File: src/rtl/efk_pkg.sv
// Package: shared types for the eager broadcast splitter.
// Assumes: nothing; it only holds declarations.
package efk_pkg;
    // Smallest sensible output count.
    localparam int unsigned EFK_MIN_WAYS = 2;

    // State of one output's per-token record.
    typedef enum logic {
        REC_OPEN  = 1'b0,
        REC_TAKEN = 1'b1
    } rec_state_e;
endpackage

File: src/rtl/efk_lane.sv
// Module: one output lane of the splitter.
// Holds the "already taken" record for one output, gates that output's
// request, and reports whether the output is served in this cycle.
// Assumes: `fire` is the splitter's input acknowledge, and the upstream
// request is held until `fire`.
module efk_lane
    import efk_pkg::*;
(
    input  logic clk,
    input  logic rst_n,
    input  logic up_req,
    input  logic fire,
    input  logic dn_ack,
    output logic dn_req,
    output logic served
);
    rec_state_e rec_q;

    // Request this output only while it still owes a handshake.
    always_comb dn_req = up_req && (rec_q == REC_OPEN);

    // Served: takes the token now, or has nothing to take.
    always_comb served = dn_ack || !dn_req;

    // Record a handshake; clear once the whole token completes.
    always_ff @(posedge clk) begin
        if (!rst_n)
            rec_q <= REC_OPEN;
        else if (served && !fire)
            rec_q <= REC_TAKEN;
        else
            rec_q <= REC_OPEN;
    end
endmodule

File: src/rtl/efk_all_done.sv
// Module: wide AND of the per-lane served terms.
// Built as a ripple chain through generate, so the width is free.
// Assumes: WIDTH >= 1.
module efk_all_done #(
    parameter int unsigned WIDTH = 4
) (
    input  logic [WIDTH-1:0] bits,
    output logic             all_set
);
    logic [WIDTH:0] chain;

    // Seed the chain with a true value.
    always_comb chain[0] = 1'b1;

    genvar g;
    generate
        for (g = 0; g < WIDTH; g++) begin : g_link
            // Fold in one lane's served term.
            always_comb chain[g+1] = chain[g] & bits[g];
        end
    endgenerate

    // Final stage of the chain.
    always_comb all_set = chain[WIDTH];
endmodule

File: src/rtl/eager_fork_ctrl.sv
// Module: eager broadcast handshake splitter (top).
// One req/ack input, N_OUT req/ack outputs. Each output takes each token
// once, at its own pace. The input is acknowledged when all outputs are served.
// Assumes: N_OUT >= efk_pkg::EFK_MIN_WAYS; in_req is held until in_ack;
// synchronous active-low reset.
module eager_fork_ctrl #(
    parameter int unsigned N_OUT = 4
) (
    input  logic             clk,
    input  logic             rst_n,
    input  logic             in_req,
    output logic             in_ack,
    output logic [N_OUT-1:0] out_req,
    input  logic [N_OUT-1:0] out_ack
);
    localparam int unsigned LANES = N_OUT;

    logic [LANES-1:0] served;

    genvar k;
    generate
        for (k = 0; k < LANES; k++) begin : g_lane
            efk_lane u_lane (
                .clk    (clk),
                .rst_n  (rst_n),
                .up_req (in_req),
                .fire   (in_ack),
                .dn_ack (out_ack[k]),
                .dn_req (out_req[k]),
                .served (served[k])
            );
        end
    endgenerate

    efk_all_done #(.WIDTH(LANES)) u_done (
        .bits    (served),
        .all_set (in_ack)
    );
endmodule

File: config.mk
export PLATFORM = sky130hd
export DESIGN_NAME = eager_fork_ctrl
export DESIGN_NICKNAME = d
export VERILOG_FILES = /design/src/rtl/efk_pkg.sv /design/src/rtl/efk_lane.sv /design/src/rtl/efk_all_done.sv /design/src/rtl/eager_fork_ctrl.sv
export SDC_FILE = /design/constraint.sdc
export NUM_CORES = 1
export LEC_CHECK = 0
export BUFFER_PORTS_ARGS = -buffer_cell sky130_fd_sc_hd__buf_2
export CAP_MARGIN = 20
export CORE_AREA = 5 5 42 44
export CTS_CLUSTER_DIAMETER = 60
export DETAILED_ROUTE_END_ITERATION = 10
export DIE_AREA = 0 0 47 49
export REMOVE_ABC_BUFFERS = 1
export SYNTH_ARGS = -nofsm -noshare
export SYNTH_HDL_FRONTEND = slang
export SYNTH_SLANG_ARGS = --single-unit
File: constraint.sdc
create_clock -name clk -period 0.9 [get_ports clk]
set_input_delay 0.18 -clock clk [delete_from_list [all_inputs] [get_ports clk]]
set_output_delay 0.18 -clock clk [all_outputs]
set_load 0.005 [all_outputs]
==> flow_summary.ini <==
[clocking]
cts_buffer_depth = 2
clk_latency_ns = 0.23
htreeDepth = 1
cts_hold_buffers_added = 0
cts_root_buffer = sky130_fd_sc_hd__clkbuf_4
cts_sinks = 4
numCtsBuffers = 3
cts_tree = yes
clk_pin_slew_worst_paths_ns = 0.03

[place]
io_buffers = 11
place_ws_ns = -0.170
globalplace.congestion = 0.804
place_hpwl_um = 446
dpl_cell_area_um2 = 300

[power_and_ir_drop]
peak_vdd_ir_uv = 340
share_clk_of_total_power_pct = 33.9
power.share.sequential_pct = 33.3
power.combinational.fraction_pct = 32.8
leakagePower_nw = 0.215
p_per_area_nw_per_um2 = 1380
internal_power_mw = 0.465
power_switching_mw = 0.170
switching_share_pct = 26.8

[final_layout]
largest_register_ff_count = 4
layout_top_registers = g_lane.u_lane.rec_q: 4 flops
antenna-diode-count = 0
post-route-cell-area_um2 = 462
area_growth_pct = 105
largest-register = g_lane.u_lane.rec_q
finish.net_count = 55
mostFrequentLayoutCell = sky130_fd_sc_hd__buf_2
most-common-layout-cells = 11 x sky130_fd_sc_hd__buf_2, 9 x sky130_fd_sc_hd__buf_4, 3 x sky130_fd_sc_hd__a211oi_2, 3 x sky130_fd_sc_hd__inv_1, 3 x sky130_fd_sc_hd__clkbuf_4
filler_cell_count = 145
layout-drive-gt1-share_pct = 89.1

[worst_setup_path]
cp_arrival_ns = 1.08
cp_endpoint_kind = primary output
worst-r2r-cell-count = 4
critical_path_peak_fanout = 2
cp-start-kind = flop
required_ns = 0.72
crit_type = reg2out

[grt]
number_of_antenna_violations_at_the_first_check_in_global_routing = 0
grt_overflow = 0
grt_start_max_net_pins = 6
wire_length_of_the_first_global_routing_pass_um = 1040
global_route.usage.total_pct = 6.84
grt_pass1_vias = 264

[hold_path]
min_delay_path_depth = 3
hold_path.class = in2reg

[detailed_routing]
wl_per_cell_um = 12.5
drt-initial-drc-count = 2
drt-pass1-iter-count = 3
dr.max_layer_used = met3
route.met3.wl_um = 61
vias = 255
drt_wl_total_um = 774
routed-wl-met2_um = 407
met1_length_um = 305
remaining_drc_errors = 0
drt.antenna.violating_nets = 0
vias_per_cell = 4.11

[sta]
setup_ws_ns = -0.355
grt_setup_unrepaired = yes
finalClockSkew_ns = 0.00358
worst_slew_margin_rel_pct = 84.9
final_hold_fails = 0
slew_viol_final = 0
max_freq_ghz = 0.796
max_slew.worst_pin.slew_ns = 0.226
timing.final.setup_violations = 9
fin_crit_ns = 1.26
final.hold.worst_slack_ns = 0.240
final_worst_path_cycle_share_pct = 139

[synthesis]
synthesis.area_um2 = 225
synthesis.yosys.warnings = 0
synth_top_area_cell = sky130_fd_sc_hd__dfxtp_1
synthMuxAreaShare_pct = 0
synth-seq-area-share_pct = 35.6
combinational_family_with_the_most_area_after_synthesis = simple AND/OR/NAND/NOR gates
synth_compound_area_share_pct = 19.4
synth_xor_area_share_pct = 0
syn_inst = 25
yosys.area.top_type_share_pct = 35.6
synth.area.top_cells = sky130_fd_sc_hd__dfxtp_1 36%, sky130_fd_sc_hd__buf_4 13%, sky130_fd_sc_hd__nor2b_1 11%
simple_gate_share_of_the_synthesized_area_pct = 26.7
synth-adder-area-share_pct = 0
yosysUniqueCellTypes = 10
synthesis.area_per_instance_um2 = 9.01
synth_seq_cells = 4

[die]
floorplan.die_area_um2 = 2300
chipHeight_um = 49
fp.dieW_um = 47
io_pins = 12
start_util_pct = 16.1
core.rowCount = 14
core-area_um2 = 1400

[status]
failed_checks = setup timing
run_status = complete, but fails checks

[run]
maxCapViolCount = 0
cells in the mapped netlist:
cell / number
sky130_fd_sc_hd__a211oi_1: 2
sky130_fd_sc_hd__dfxtp_1: 4
sky130_fd_sc_hd__o22ai_1: 1
sky130_fd_sc_hd__a21oi_1: 2
sky130_fd_sc_hd__inv_1: 3
sky130_fd_sc_hd__nor3_1: 2
sky130_fd_sc_hd__nor3b_2: 2
sky130_fd_sc_hd__a211oi_2: 1
sky130_fd_sc_hd__buf_4: 4
sky130_fd_sc_hd__nor2b_1: 4
layer usage:
layer  vias up  track usage, %
met1       120            6.39
met4         0            5.99
met5         -               0
met2         7            9.05
met3         0            5.54
li1        128               -
kinds of logic (layout without fill, tap and decap cells):
family          after synthesis  after routing
compound gates                6              6
flops                         4              4
simple gates                  8              8
buf+inv                       7             28
what timing repair did:
| item | 4_1_cts | 5_1_grt |
|---|---|---|
| gates resized for setup | 11 | 11 |
| pin swaps | 6 | 6 |
| cloned | 0 | 0 |
| setup endpoints to repair | 9 | 9 |
| buffers inserted | 4 | 5 |
critical path: stages (launching register included):
cell	delay, ns
sky130_fd_sc_hd__dfxtp_4	0.35
sky130_fd_sc_hd__o22ai_4	0.07
sky130_fd_sc_hd__a211oi_2	0.27
sky130_fd_sc_hd__buf_2	0.16
through the flow:
stage          TNS [ns]  instances  total power [mW]  utilization (%)
6_report          -1.25         62             0.636             32.9
4_1_cts          -0.964         59             0.591             27.9
2_1_floorplan   -0.0756         21             0.255                -
3_3_place_gp     -0.507         52             0.315             21.4
5_1_grt           -1.66         62             0.683             32.9
3_5_place_dp     -0.519         52             0.316             21.4
area by class of cell:
cell class,count,area (µm²),area share (%)
multi-input combinational,14,173,37.4
tap,16,20.0,4.34
timing repair buffer,22,145,31.4
clock buffer,3,22.5,4.88
inverter,3,11.3,2.44
sequential,4,90.1,19.5
power by group through the flow:
| stage | logic, mW | registers [mW] | clock network (mW) |
|---|---|---|---|
| after floorplan | 0.0521 | 0.203 | 0 |
| after global placement | 0.111 | 0.204 | 0 |
| after detailed placement | 0.112 | 0.204 | 0 |
| after CTS | 0.158 | 0.208 | 0.225 |
| after global routing | 0.222 | 0.213 | 0.247 |
| final | 0.208 | 0.212 | 0.216 |
path summary, 6_finish.rpt:
path / startpoint / endpoint / slack, ns
setup / recovery: g_lane[2].u_lane.rec_q / in_ack / -0.36
hold / removal: out_ack[1] / g_lane[1].u_lane.rec_q / 0.24
setup reg to reg: g_lane[0].u_lane.rec_q / g_lane[1].u_lane.rec_q / -0.15
hold reg to reg: g_lane[0].u_lane.rec_q / g_lane[0].u_lane.rec_q / 0.65
Note: power is estimated with default switching activity, not from simulation.
